**src/rtl/tpg_pkg.sv**
```systemverilog
package tpg_pkg;

    localparam int DW = 16;

    localparam logic [3:0] TM_NORMAL   = 4'd0;
    localparam logic [3:0] TM_MID      = 4'd1;
    localparam logic [3:0] TM_PFS      = 4'd2;
    localparam logic [3:0] TM_NFS      = 4'd3;
    localparam logic [3:0] TM_CHECKER  = 4'd4;
    localparam logic [3:0] TM_PN_LONG  = 4'd5;
    localparam logic [3:0] TM_PN_SHORT = 4'd6;
    localparam logic [3:0] TM_WORD_TGL = 4'd7;
    localparam logic [3:0] TM_USER     = 4'd8;
    localparam logic [3:0] TM_BIT_TGL  = 4'd9;
    localparam logic [3:0] TM_SYNC     = 4'd10;
    localparam logic [3:0] TM_WALK     = 4'd11;
    localparam logic [3:0] TM_MIXED    = 4'd12;

    localparam logic [1:0] UM_REPEAT   = 2'b00;
    localparam logic [1:0] UM_ALT      = 2'b01;
    localparam logic [1:0] UM_ONCE     = 2'b10;
    localparam logic [1:0] UM_ALT_ONCE = 2'b11;

    typedef enum logic [1:0] {
        SEQ_FIRST  = 2'd0,
        SEQ_SECOND = 2'd1,
        SEQ_HOLD   = 2'd2
    } seq_e;

endpackage

```
**src/rtl/tpg_pn_gen.sv**
```systemverilog
module tpg_pn_gen #(
    parameter int N     = 23,
    parameter int TAP   = 18,
    parameter int OUT_W = 16
) (
    input  logic             clk,
    input  logic             rst_n,
    input  logic             adv,
    input  logic             reseed,
    output logic [OUT_W-1:0] word
);
    localparam int W = (N > OUT_W) ? N : OUT_W;

    logic [W-1:0] reg_q;
    logic [W-1:0] eff;
    logic         fb;

    always_comb begin
        eff  = reseed ? {W{1'b1}} : reg_q;
        fb   = eff[N-1] ^ eff[TAP-1];
        word = eff[OUT_W-1:0];
    end

    always_ff @(posedge clk or negedge rst_n) begin
        if (!rst_n) begin
            reg_q <= {W{1'b1}};
        end else if (adv) begin
            reg_q <= {eff[W-2:0], fb};
        end else if (reseed) begin
            reg_q <= {W{1'b1}};
        end
    end
endmodule

```
**src/rtl/tpg_seq_fsm.sv**
```systemverilog
module tpg_seq_fsm
    import tpg_pkg::*;
#(
    parameter int IDX_W = 4
) (
    input  logic             clk,
    input  logic             rst_n,
    input  logic             smp_vld,
    input  logic [3:0]       tmode_sel,
    input  logic [1:0]       umode_sel,
    output seq_e             seq_eff,
    output logic [IDX_W-1:0] idx_eff,
    output seq_e             seq_q,
    output logic             mode_chg
);
    logic [3:0]       prev_t;
    logic [1:0]       prev_u;
    logic [IDX_W-1:0] idx_q;
    seq_e             seq_nxt;

    always_comb begin
        mode_chg = (tmode_sel != prev_t) ||
                   ((tmode_sel == TM_USER) && (umode_sel != prev_u));
        seq_eff  = mode_chg ? SEQ_FIRST : seq_q;
        idx_eff  = mode_chg ? '0 : idx_q;
    end

    always_comb begin
        seq_nxt = seq_eff;
        unique case (seq_eff)
            SEQ_FIRST: begin
                if ((tmode_sel == TM_SYNC) ||
                    ((tmode_sel == TM_USER) && (umode_sel == UM_ONCE)))
                    seq_nxt = SEQ_HOLD;
                else
                    seq_nxt = SEQ_SECOND;
            end
            SEQ_SECOND: begin
                if ((tmode_sel == TM_USER) && (umode_sel == UM_ALT_ONCE))
                    seq_nxt = SEQ_HOLD;
                else
                    seq_nxt = SEQ_FIRST;
            end
            SEQ_HOLD: seq_nxt = SEQ_HOLD;
            default:  seq_nxt = SEQ_FIRST;
        endcase
    end

    always_ff @(posedge clk or negedge rst_n) begin
        if (!rst_n) begin
            seq_q  <= SEQ_FIRST;
            idx_q  <= '0;
            prev_t <= '0;
            prev_u <= '0;
        end else begin
            prev_t <= tmode_sel;
            prev_u <= umode_sel;
            if (smp_vld) begin
                seq_q <= seq_nxt;
                idx_q <= idx_eff + 1'b1;
            end else if (mode_chg) begin
                seq_q <= SEQ_FIRST;
                idx_q <= '0;
            end
        end
    end
endmodule

```
**src/rtl/tpg_pattern_mux.sv**
```systemverilog
module tpg_pattern_mux
    import tpg_pkg::*;
#(
    parameter int DATA_W = 16,
    parameter int IDX_W  = 4
) (
    input  logic [3:0]        tmode_sel,
    input  logic [1:0]        umode_sel,
    input  logic [DATA_W-1:0] smp_data,
    input  logic [DATA_W-1:0] uword_a,
    input  logic [DATA_W-1:0] uword_b,
    input  logic [DATA_W-1:0] pn_long,
    input  logic [DATA_W-1:0] pn_short,
    input  seq_e              seq_st,
    input  logic [IDX_W-1:0]  idx,
    output logic [DATA_W-1:0] pattern
);
    localparam logic [DATA_W-1:0] P_MID    = {1'b1, {(DATA_W-1){1'b0}}};
    localparam logic [DATA_W-1:0] P_ONES   = {DATA_W{1'b1}};
    localparam logic [DATA_W-1:0] P_ZERO   = {DATA_W{1'b0}};
    localparam logic [DATA_W-1:0] P_CHK_A  = {(DATA_W/2){2'b10}};
    localparam logic [DATA_W-1:0] P_CHK_B  = {(DATA_W/2){2'b01}};
    localparam logic [DATA_W-1:0] P_BIT_A  = {(DATA_W/4){4'h3}};
    localparam logic [DATA_W-1:0] P_BIT_B  = {(DATA_W/4){4'hC}};
    localparam logic [DATA_W-1:0] P_SYNC   = {{(DATA_W/2){1'b1}}, {(DATA_W/2){1'b0}}};
    localparam logic [DATA_W-1:0] P_MIX0   = {(DATA_W/8){8'hA0}};
    localparam logic [DATA_W-1:0] P_MIX1   = {(DATA_W/8){8'h5F}};
    localparam logic [DATA_W-1:0] P_MIX2   = {(DATA_W/8){8'hF5}};
    localparam logic [DATA_W-1:0] P_MIX3   = {(DATA_W/8){8'h0A}};
    localparam logic [DATA_W-1:0] P_LSB    = {{(DATA_W-1){1'b0}}, 1'b1};

    logic first;
    logic [DATA_W-1:0] mix_w;
    logic [DATA_W-1:0] user_w;

    always_comb begin
        first = (seq_st == SEQ_FIRST);

        unique case (idx[1:0])
            2'd0:    mix_w = P_MIX0;
            2'd1:    mix_w = P_MIX1;
            2'd2:    mix_w = P_MIX2;
            default: mix_w = P_MIX3;
        endcase

        unique case (seq_st)
            SEQ_FIRST:  user_w = uword_a;
            SEQ_SECOND: user_w = ((umode_sel == UM_ALT) || (umode_sel == UM_ALT_ONCE))
                                 ? uword_b : uword_a;
            SEQ_HOLD:   user_w = P_MID;
            default:    user_w = P_MID;
        endcase

        case (tmode_sel)
            TM_MID:      pattern = P_MID;
            TM_PFS:      pattern = P_ONES;
            TM_NFS:      pattern = P_ZERO;
            TM_CHECKER:  pattern = first ? P_CHK_A : P_CHK_B;
            TM_PN_LONG:  pattern = pn_long;
            TM_PN_SHORT: pattern = pn_short;
            TM_WORD_TGL: pattern = first ? P_ZERO : P_ONES;
            TM_USER:     pattern = user_w;
            TM_BIT_TGL:  pattern = first ? P_BIT_A : P_BIT_B;
            TM_SYNC:     pattern = first ? P_SYNC : P_MID;
            TM_WALK:     pattern = P_LSB << idx;
            TM_MIXED:    pattern = mix_w;
            default:     pattern = smp_data;
        endcase
    end
endmodule

```
**src/rtl/tpg_top.sv**
```systemverilog
module tpg_top
    import tpg_pkg::*;
#(
    parameter int DATA_W   = DW,
    parameter int PNL_LEN  = 23,
    parameter int PNL_TAP  = 18,
    parameter int PNS_LEN  = 9,
    parameter int PNS_TAP  = 5
) (
    input  logic              clk,
    input  logic              rst_n,
    input  logic              smp_vld,
    input  logic [DATA_W-1:0] smp_data,
    input  logic [3:0]        tmode_sel,
    input  logic [1:0]        umode_sel,
    input  logic [DATA_W-1:0] uword_a,
    input  logic [DATA_W-1:0] uword_b,
    input  logic              pn_long_rst,
    input  logic              pn_short_rst,
    input  logic              fmt_twos,
    input  logic              inv_en,
    output logic [DATA_W-1:0] out_word
);
    localparam int IDX_W = $clog2(DATA_W);

    seq_e              seq_eff;
    seq_e              seq_q;
    logic              mode_chg;
    logic [IDX_W-1:0]  idx_eff;
    logic [DATA_W-1:0] pn_long;
    logic [DATA_W-1:0] pn_short;
    logic [DATA_W-1:0] pattern;
    logic [DATA_W-1:0] shaped;

    tpg_seq_fsm #(.IDX_W(IDX_W)) seq_i (
        .clk      (clk),
        .rst_n    (rst_n),
        .smp_vld  (smp_vld),
        .tmode_sel(tmode_sel),
        .umode_sel(umode_sel),
        .seq_eff  (seq_eff),
        .idx_eff  (idx_eff),
        .seq_q    (seq_q),
        .mode_chg (mode_chg)
    );

    tpg_pn_gen #(.N(PNL_LEN), .TAP(PNL_TAP), .OUT_W(DATA_W)) pnl_i (
        .clk   (clk),
        .rst_n (rst_n),
        .adv   (smp_vld),
        .reseed(pn_long_rst),
        .word  (pn_long)
    );

    tpg_pn_gen #(.N(PNS_LEN), .TAP(PNS_TAP), .OUT_W(DATA_W)) pns_i (
        .clk   (clk),
        .rst_n (rst_n),
        .adv   (smp_vld),
        .reseed(pn_short_rst),
        .word  (pn_short)
    );

    tpg_pattern_mux #(.DATA_W(DATA_W), .IDX_W(IDX_W)) mux_i (
        .tmode_sel(tmode_sel),
        .umode_sel(umode_sel),
        .smp_data (smp_data),
        .uword_a  (uword_a),
        .uword_b  (uword_b),
        .pn_long  (pn_long),
        .pn_short (pn_short),
        .seq_st   (seq_eff),
        .idx      (idx_eff),
        .pattern  (pattern)
    );

    always_comb begin
        shaped = pattern ^ {fmt_twos, {(DATA_W-1){1'b0}}};
        shaped = shaped ^ {DATA_W{inv_en}};
    end

    always_ff @(posedge clk or negedge rst_n) begin
        if (!rst_n) begin
            out_word <= '0;
        end else if (smp_vld) begin
            out_word <= shaped;
        end
    end
endmodule

```
**config.mk**
```make
export PLATFORM = sky130hd
export DESIGN_NAME = tpg_top
export DESIGN_NICKNAME = d
export VERILOG_FILES = /design/src/rtl/tpg_pkg.sv /design/src/rtl/tpg_pn_gen.sv /design/src/rtl/tpg_seq_fsm.sv /design/src/rtl/tpg_pattern_mux.sv /design/src/rtl/tpg_top.sv
export SDC_FILE = /design/constraint.sdc
export NUM_CORES = 1
export LEC_CHECK = 0
export BUFFER_PORTS_ARGS = -buffer_cell sky130_fd_sc_hd__buf_2
export CAP_MARGIN = 20
export CORE_ASPECT_RATIO = 1.4
export CORE_MARGIN = 10
export CORE_UTILIZATION = 50
export CTS_BUF_LIST = sky130_fd_sc_hd__clkbuf_2
export CTS_CLUSTER_DIAMETER = 60
export DETAILED_ROUTE_END_ITERATION = 7
export PLACE_DENSITY_LB_ADDON = 0.08
export SYNTH_ARGS = -nofsm -noshare
export SYNTH_HDL_FRONTEND = slang
export SYNTH_HIERARCHICAL = 1
export SYNTH_SLANG_ARGS = --single-unit
```
**constraint.sdc**
```tcl
create_clock -name clk -period 3.05 [get_ports clk]
set_input_delay 0.305 -clock clk [delete_from_list [all_inputs] [get_ports clk]]
set_output_delay 0.305 -clock clk [all_outputs]
set_load 0.01 [all_outputs]
```
After elaboration in Yosys (flattened, before gate mapping)
Cells that the tools add are included.
Widths: inputs -> output; s select.
{"block": "word_totals", "reg_bits": 67, "wordCells": 61}
{"block": "classes", "n_addsub": 1, "eq_ne": 21, "shift": 1, "n_mux": 19, "bitwise": 4, "n_reduce_logical": 8}
{"cell": "$pmux 16 s12", "count": 1}
{"cell": "$mux 16", "count": 6}
{"cell": "$pmux 16 s3", "count": 1}
{"cell": "$mux 23", "count": 2}
{"cell": "$pmux 16 s2", "count": 1}
{"cell": "$xor 16x16->16", "count": 2}
{"cell": "$eq 4x4->1 const B", "count": 5}
{"cell": "$eq 4x3->1 const B", "count": 4}
{"cell": "$shl 1x4->16 const A", "count": 1}
{"cell": "$mux 15", "count": 1}
{"cell": "$eq 2x2->1 const B", "count": 4}
{"cell": "$eq 4x2->1 const B", "count": 2}
{"cell": "$mux 2", "count": 4}
{"cell": "$mux 4", "count": 2}
{"cell": "$eq 2x1->1 const B", "count": 3}
{"cell": "$pmux 2 s3", "count": 1}
{"cell": "$add 4x1->4 const B", "count": 1}
{"cell": "$eq 4x1->1 const B", "count": 1}
{"cell": "$logic_not 2->1", "count": 2}
{"cell": "$ne 4x4->1", "count": 1}
{"cell": "$logic_and 1x1->1", "count": 3}
{"cell": "$logic_or 1x1->1", "count": 3}
{"cell": "$ne 2x2->1", "count": 1}
{"cell": "$xor 1x1->1", "count": 2}

Longest topological paths before layout
Gate-level depths: netlist (run 1).
{"block": "depth", "ltp_word": 9, "ltp_mapped": 14, "mapped_depth_nobuf": 11}

By module
The synthesis (run 1) kept the hierarchy.
{"mod": "tpg_pattern_mux", "instances": 1, "cells_each": 174, "area_each_um2": 1189.9}
{"mod": "tpg_pn_gen (pnl_i)", "instances": 1, "cells_each": 96, "area_each_um2": 1136.1}
{"mod": "tpg_pn_gen (pns_i)", "instances": 1, "cells_each": 72, "area_each_um2": 809.5}
{"mod": "tpg_top", "instances": 1, "cells_each": 68, "area_each_um2": 732.0}
{"mod": "tpg_seq_fsm", "instances": 1, "cells_each": 57, "area_each_um2": 643.1}

Least setup slack after synthesis (run 1)
No wires, ideal clock.
{"block": "synth_timing", "path_type": "flip-flop to flip-flop", "startpoint": "register seq_i.prev_t[3]", "endpoint": "register out_word[15]", "setup_ns": 0.125, "arrival_ns": 2.484, "setup_slack_ns": 0.441, "stages_incl_launch_ff": 14, "path_buffers": 2, "cell_sequence": "dfrtp_1 xnor2_1 and4_1 buf_6 and2_1 inv_1 nor2_1 clkbuf_2 nand2_1 a211oi_1 o41ai_1 o32a_1 xor3_1 mux2_4"}
{"block": "synth_via", "elab_chain_cells": 8, "elab_cells_between_ends": 18, "cone_classes": "eq/ne (4); shift (1); mux (8); bitwise (2); reduce/logical (3)"}
{"element": "start: declaration", "line_no": "tpg_seq_fsm.sv:16", "text": "logic [3:0] prev_t;"}
{"element": "start signal: assignment", "line_no": "tpg_seq_fsm.sv:56", "text": "prev_t <= tmode_sel;"}
{"element": "$ne 4x4->1 *", "line_no": "tpg_seq_fsm.sv:22", "text": "mode_chg = (tmode_sel != prev_t) ||"}
{"element": "$logic_or 1x1->1 *", "line_no": "tpg_seq_fsm.sv:22"}
{"element": "net mode_chg", "line_no": "tpg_top.sv:28", "text": "logic mode_chg;"}
{"element": "$mux 2 *", "line_no": "tpg_seq_fsm.sv:24", "text": "seq_eff = mode_chg ? SEQ_FIRST : seq_q;"}
{"element": "net seq_eff[0]", "line_no": "tpg_top.sv:26", "text": "seq_e seq_eff;"}
{"element": "$eq 2x1->1 / $logic_not 2->1 (equally long branches)", "line_no": "tpg_pattern_mux.sv:46, tpg_pattern_mux.sv:37"}
{"element": "$pmux 16 s2 (tied with other cells)", "line_no": "tpg_pattern_mux.sv:46", "text": "unique case (seq_st)"}
{"element": "$pmux 16 s12 *", "line_no": "tpg_pattern_mux.sv:54", "text": "case (tmode_sel)"}
{"element": "net pattern[15]", "line_no": "tpg_top.sv:32", "text": "logic [DATA_W-1:0] pattern;"}
{"element": "$xor 16x16->16 *", "line_no": "tpg_top.sv:77", "text": "shaped = pattern ^ {fmt_twos, {(DATA_W-1){1'b0}}};"}
{"element": "$xor 16x16->16 *", "line_no": "tpg_top.sv:78", "text": "shaped = shaped ^ {DATA_W{inv_en}};"}
{"element": "end signal: assignment", "line_no": "tpg_top.sv:85", "text": "out_word <= shaped;"}
{"element": "end: declaration", "line_no": "tpg_top.sv:22", "text": "output logic [DATA_W-1:0] out_word"}
The timed path passes the listed nets; every way through them passes the cells marked *.
A chain may end at the register's enable or synchronous reset.

Worst setup path after layout (run 1)
{"block": "layout_timing", "startpoint": "input tmode_sel[3]", "endpoint": "register out_word[15]"}
{"block": "layout_via", "elab_chain_cells": 9, "elab_cells_between_ends": 31, "cone_classes": "eq/ne (16); shift (1); mux (8); bitwise (2); reduce/logical (4)"}
{"element": "start: declaration", "line_no": "tpg_top.sv:14", "text": "input logic [3:0] tmode_sel,"}
{"element": "$eq 4x4->1", "line_no": "tpg_seq_fsm.sv:23", "text": "((tmode_sel == TM_USER) && (umode_sel != prev_u));"}
{"element": "$logic_and 1x1->1", "line_no": "tpg_seq_fsm.sv:23"}
{"element": "$logic_or 1x1->1 *", "line_no": "tpg_seq_fsm.sv:22"}
{"element": "$mux 4 *", "line_no": "tpg_seq_fsm.sv:25", "text": "idx_eff = mode_chg ? '0 : idx_q;"}
{"element": "net idx_eff[0]", "line_no": "tpg_top.sv:29", "text": "logic [IDX_W-1:0] idx_eff;"}
{"element": "$eq 2x2->1 (tied with other cells)", "line_no": "tpg_pattern_mux.sv:39", "text": "unique case (idx[1:0])"}
{"element": "$pmux 16 s3", "line_no": "tpg_pattern_mux.sv:39"}
{"element": "$pmux 16 s12 *", "line_no": "tpg_pattern_mux.sv:54"}
{"element": "net pattern[15]", "line_no": "tpg_top.sv:32"}
{"element": "$xor 16x16->16 *", "line_no": "tpg_top.sv:77"}
{"element": "$xor 16x16->16 *", "line_no": "tpg_top.sv:78"}
Marked as above.

==> results of run 1 <==
area by class of cell:
type	count	area [µm²]	area share [%]
sequential	67	1725	34.01
timing repair buffer	100	583.1	11.49
clock inverter	4	42.54	0.8385
clock buffer	11	55.05	1.085
multi-input combinational	353	2502	49.32
tap	105	131.4	2.589
inverter	9	33.78	0.6658
synthesized netlist by cell type, drive strengths merged, types with 2 or more instances:
master and number:
and2 3, inv 9, nor2b 43, mux2i 16, xor2 3, o32a 8
mux2 2, a31oi 8, ha 6, and3 7, o211ai 4, clkbuf 15
or2 32, o22ai 7, o21ai 11, nor3 3, nor2 36, o211a 3
xnor2 23, nand2b 6, a22oi 17, a32oi 2, o2bb2ai 3, o22a 8
dfstp 39, nand3 5, a21oi 19, buf 23, dfrtp 28, a211oi 2
nor3b 2, a211o 38, nand4 3, nand2 15
flip-flops by register name, summed over array words and instances, names as in the netlist:
signal	flops
pnl_i/reg_q	23
out_word	16
pns_i/reg_q	16
seq_i/idx_q	4
seq_i/prev_t	4
seq_i/prev_u	2
seq_i/seq_q	2
power by group through the flow:
stage	sequential (mW)	clock, mW	combinational (mW)
after floorplan	1.06	0	0.321
after global placement	1.06	0	0.505
after detailed placement	1.06	0	0.511
after CTS	1.04	0.518	0.517
after global routing	1.05	0.550	0.568
final	1.04	0.504	0.513
kinds of logic after synthesis:
family | Yosys count | synth area share (%)
compound gates | 140 | 23.69
xor+xnor | 27 | 5.576
fa+ha+maj | 6 | 1.664
buf+inv | 47 | 6.324
flops | 67 | 38.25
mux | 18 | 4.216
simple gates | 162 | 20.28
stage by stage:
stage / util [%] / hold WS, ps / instance area [µm²] / setup WS [ps] / total power [mW]
5_1_grt: 58.26 / 17.46 / 5074 / 52.61 / 2.170
6_report: 58.26 / 36.88 / 5074 / 191.5 / 2.059
4_1_cts: 58.23 / 18.87 / 5071 / 101.5 / 2.077
3_3_place_gp: 56.77 / 463.8 / 4943 / 147.9 / 1.560
2_1_floorplan: - / 9.409 / 4511 / 441.1 / 1.383
3_5_place_dp: 56.77 / 466.8 / 4943 / 107.3 / 1.568
worst register-to-register path, delay by kind of cell, from the launching register on:
| kind | cells | cell delay, ps |
|---|---|---|
| AND/OR/NAND/NOR | 3 | 480 |
| buffers and inverters | 2 | 250 |
| flip-flops | 1 | 460 |
| XOR/XNOR | 2 | 380 |
| multiplexers | 1 | 260 |
| AO/OA/AOI/OAI | 4 | 910 |
timing repair:
item,CTS,global route
buffers inserted,0,0
hold buffers,3,0
endpoints found under the setup margin,0,4
gates resized for setup,0,1
hold endpoints to repair,25,0
worst min path at each step:
stage / from / to / cells past startpoint
floorplan: rst_n / out_word[0]$_DFFE_PN0P_ / 0
global placement: tmode_sel[3] / seq_i/prev_t[3]$_DFF_PN0_ / 1
detailed placement: tmode_sel[3] / seq_i/prev_t[3]$_DFF_PN0_ / 1
CTS: umode_sel[0] / seq_i/prev_u[0]$_DFF_PN0_ / 2
global route: umode_sel[0] / seq_i/prev_u[0]$_DFF_PN0_ / 2
finish: umode_sel[0] / seq_i/prev_u[0]$_DFF_PN0_ / 2
routing by layer:
| layer | wire length (µm) | vias up | share of wire (%) |
|---|---|---|---|
| met5 | 0 | - | 0 |
| met4 | 225 | 0 | 1.9 |
| met3 | 754 | 13 | 6.2 |
| met2 | 6125 | 115 | 51 |
| met1 | 5015 | 1821 | 41 |
| li1 | - | 1849 | - |
==> reports/results.ini, run 1 <==
[run_status]
status = finished, final reports clean

[sta]
fin_crit_ps = 2858
slew_viol_final = 0
worstMarginPinSlew_ps = 984.2
rsz0062_at_grt = false
setup_viol = 0
finClkSkew_ps = 42.41
hold_viol_final = 0
fmax_mhz = 349.8
period_share_pct = 93.72
maxSlewHeadroom_pct = 34.38
tns_ps = 0

[worst_setup_path]
crit_type = primary input to register
critical-path-slowest-cell = dlygate4sd3_1
path_depth = 13
rrSetupSlack_ps = 230
critical_path.cell_chain = dlygate4sd3_1 -> buf_2 -> nor4b_2 -> o21ai_2 -> and3_2 -> inv_1 -> ha_1 -> nor2_1 -> o211a_1 -> a21oi_1 -> o32a_1 -> xor3_1 -> mux2_4
critPathTopFamily = compound AO/OA/AOI/OAI gates
arrival_ps = 3310
worst-path-max-fanout = 8
crit_buf_inv = 3
cp-end-kind = register
slowest_delay_ps = 520
required_ps = 3500
cp-start-kind = primary input
r2r-start = seq_i/prev_u[0]$_DFF_PN0_
crit_end = out_word[15]$_DFFE_PN0P_
rr_worst_depth = 12
crit_start = tmode_sel[3]
r2r-end = out_word[15]$_DFFE_PN0P_

[global_route]
grt_busiest_layer = met2
grt-ovfl-total = 0
grtUsageTotal_pct = 17.99
grtUsageMet2_pct = 29.71
grt_pass1_wl_um = 19280
antenna_found_initial = 0
grtUsageMet1_pct = 21.67
grt_pass1_vias = 3814
grt_max_degree = 60
grt.met3_usage_pct = 4.092

[synth]
post-synth-top-area-fraction_pct = 22.72
ys_seq_area_share_pct = 38.25
ys.warnings.count = 6
synth_edf_count = 0
synth_cells = 467
synth_area_leader_cell = dfstp_2
synth_seq_cells = 67
synth.distinct_cells = 60
syn_avg_cell_area_um2 = 9.659
synth_area_leaders = dfstp_2 (23%), dfrtp_1 (16%), a211o_1 (7.4%), nor2b_1 (6.0%), xnor2_1 (4.5%)
synth_nets = 534
async_flop_share_pct = 100.0
synth_flop_cell = dfstp_2
syn_area_um2 = 4511

[routing]
wirelength_um = 12120
dr.pass1.iters = 5
drt-initial-drc-count = 225
vias = 3798
drc_errors = 0
vias_per_cell = 5.852
wl_per_cell_um = 18.67
drtAntennaViolNets = 0

[layout]
layout_commonest_cell = buf_2
layoutNonFillerInstCount = 649
fin_nets = 607
n_fill_cell = 813
final_cell_mix = buf_2 (75), nor2b_1 (43), dfstp_2 (39)
drive_above_1_share_pct = 35.85
syn2layout_area_growth_pct = 12.48
antenna_cells = 0

[floorplan]
fp.dieH_um = 132.4
start_util_pct = 51.80
io_pins = 77
die_x_um = 100.3
coreArea_um2 = 8708
die_area_um2 = 13270
rows = 40

[power]
netSwitchingFraction_pct = 31.17
power_frac_comb_pct = 24.9
power_density_nw_per_um2 = 405.8
ir_worst_vdd_mv = 0.2805
leakage_nw = 2.197
internal_power_mw = 1.417
switchingPower_mw = 0.6418
p_clk_share_pct = 24.5
seqPwrFrac_pct = 50.6

[clock_tree]
cts_tree = built
cts_buffers = 9
htreeDepth = 3
root_buffer = clkbuf_2
cts_sinks = 67
insertion_delay_ps = 560
clk_path_buf_depth = 2
path_clk_slew_ps = 170

[job]
cap_viol_max_count = 0

[placed_design]
port_buffers = 76
gp_congestion = 0.8555
dp_hpwl_um = 8922
dp_cells = 631

[worst_hold_path]
hp-class = primary input to register

Power figures use the tool's default switching activity.
==> run 2: changes to the inputs <==
RECOVER_POWER = 100   (was unset)
==> run 2 against run 1 <==
The run now ends with max-capacitance violations, max-slew violations left. Clock-buffer cell count unchanged. Total power fell by 1.0%. Sequential share of layout area is 0.39 points higher. Critical path type unchanged. Critical endpoint unchanged. Flip-flop and latch count did not move.
==> reports/results.ini, run 2 (synthesized netlist as in run 1, its figures left out) <==
[sta]
setup_viol = 0
fmax_mhz = 348.8
worstMarginPinSlew_ps = 2416
finalHoldWorstSlack_ps = 94.55
fin_crit_ps = 2867
tns_ps = 0
finClkSkew_ps = 40.30
period_share_pct = 94.01
slew_viol_final = 44
rsz0062_at_grt = false
hold_viol_final = 0
maxSlewHeadroom_pct = -61.05

[placed_design]
port_buffers = 76
gp_congestion = 0.8555
dp_cells = 631
dp_hpwl_um = 8922

[global_route]
grtUsageTotal_pct = 17.99
grt_pass1_wl_um = 19280
grt_max_degree = 60
grt_pass1_vias = 3814
grt-ovfl-total = 0
antenna_found_initial = 0

[layout]
layoutNonFillerInstCount = 649
top_register = pnl_i/reg_q
layout_commonest_cell = buf_2
n_fill_cell = 827
antenna_cells = 0
largest_reg_flops = 23
largest_registers = pnl_i/reg_q: 23 flops, out_word: 16 flops, pns_i/reg_q: 16 flops
drive_above_1_share_pct = 28.68
syn2layout_area_growth_pct = 11.21
final_cell_mix = buf_2 (57), nor2b_1 (43), a211o_1 (38)
fin_nets = 607

[clock_tree]
root_buffer = clkbuf_2
htreeDepth = 3
clk_path_buf_depth = 2
cts_buffers = 9
path_clk_slew_ps = 170
insertion_delay_ps = 550
cts_tree = built
cts_sinks = 67

[power]
leakage_nw = 2.111
power_density_nw_per_um2 = 406.3
power_mw = 2.038
ir_worst_vdd_mv = 0.2799

[floorplan]
die_x_um = 100.3
die_area_um2 = 13270
rows = 40
coreArea_um2 = 8708
io_pins = 77
start_util_pct = 51.80
fp.dieH_um = 132.4

[routing]
drc_errors = 0
drt-initial-drc-count = 218
dr.pass1.iters = 5
vias = 3781
drtAntennaViolNets = 0
wirelength_um = 12170
vias_per_cell = 5.826
wl_per_cell_um = 18.75

[worst_setup_path]
arrival_ps = 3310
rr_worst_depth = 12
critical-path-slowest-cell = dlygate4sd3_1
slowest_delay_ps = 520
required_ps = 3490
rrSetupSlack_ps = 210
r2r-start = seq_i/prev_u[0]$_DFF_PN0_
crit_type = primary input to register
cp-start-kind = primary input
critical_path.cell_chain = dlygate4sd3_1 -> buf_2 -> nor4b_2 -> o21ai_2 -> and3_2 -> inv_1 -> ha_1 -> nor2_1 -> o211a_1 -> a21oi_1 -> o32a_1 -> xor3_1 -> mux2_4
cp-end-kind = register
worst-path-max-fanout = 8
r2r-end = out_word[15]$_DFFE_PN0P_

[worst_hold_path]
min_to = seq_i/prev_u[0]$_DFF_PN0_
holdPathStages = 2
worstHoldStart = umode_sel[0]
hp-class = primary input to register

[run_status]
status = finished, violations left
violations = max-capacitance violations, max-slew violations

[job]
cap_viol_max_count = 1

==> run 2: cell count changes in the layout (fill, tap and decap cells not counted), moves of 6 or more <==
cell and change:
dfstp_1 +15, buf_4 -6, clkbuf_1 +23, buf_2 -18, dfstp_2 -15
==> run 2: worst max-delay path: cells and delay by family <==
family | cells | cell delay, ps
AO/OA/AOI/OAI | 4 | 960
buffers and inverters | 3 | 740
AND/OR/NAND/NOR | 3 | 660
multiplexers | 1 | 260
XOR/XNOR | 1 | 210
adder cells (fa/ha/maj) | 1 | 160
==> run 2: metal layers <==
metal	routed length, µm	vias to the layer above	global-route usage, %
met5	0	-	0
met3	767	14	4.092
met4	228	0	7.402
li1	-	1845	-
met1	5111	1814	21.67
met2	6064	108	29.71
==> run 2: worst max path at each step <==
stage	startpoint	endpoint	depth (start not counted)
5_1_grt	seq_i/prev_u[0]$_DFF_PN0_	out_word[15]$_DFFE_PN0P_	12
3_5_place_dp	tmode_sel[1]	out_word[15]$_DFFE_PN0P_	12
6_report	tmode_sel[3]	out_word[15]$_DFFE_PN0P_	13
2_1_floorplan	seq_i/prev_t[3]$_DFF_PN0_	out_word[15]$_DFFE_PN0P_	13
3_3_place_gp	tmode_sel[1]	out_word[15]$_DFFE_PN0P_	12
4_1_cts	seq_i/prev_u[0]$_DFF_PN0_	out_word[15]$_DFFE_PN0P_	12
==> run 2: repair_timing <==
item	4_1_cts	5_1_grt
setup buffers	0	0
hold buffers	3	0
endpoints found under the hold margin	25	0
setup endpoints to repair	0	4
resized for setup	0	1
==> run 2: area by class of cell <==
| class | count | area [µm²] | share of cell area [%] |
|---|---|---|---|
| multi-input cells | 353 | 2497 | 49.79 |
| flip-flops and latches | 67 | 1725 | 34.40 |
| repair buffers | 100 | 530.5 | 10.58 |
| well taps | 105 | 131.4 | 2.619 |
| clock buffers | 11 | 55.05 | 1.098 |
| clock inverters | 4 | 42.54 | 0.8481 |
| inverters | 9 | 33.78 | 0.6735 |
==> run 2: metrics by stage <==
stage	setup slack, ps	util, %	cell area (µm²)
after CTS	101.5	58.23	5071
after global placement	147.9	56.77	4943
after detailed placement	107.3	56.77	4943
after floorplan	441.1	-	4511
final	182.8	57.60	5016
after global routing	32.14	57.60	5016
==> run 2: power by group <==
part	internal, mW	switching [mW]
Clock	0.186	0.315
Sequential	0.988	0.0507
Combinational	0.225	0.274
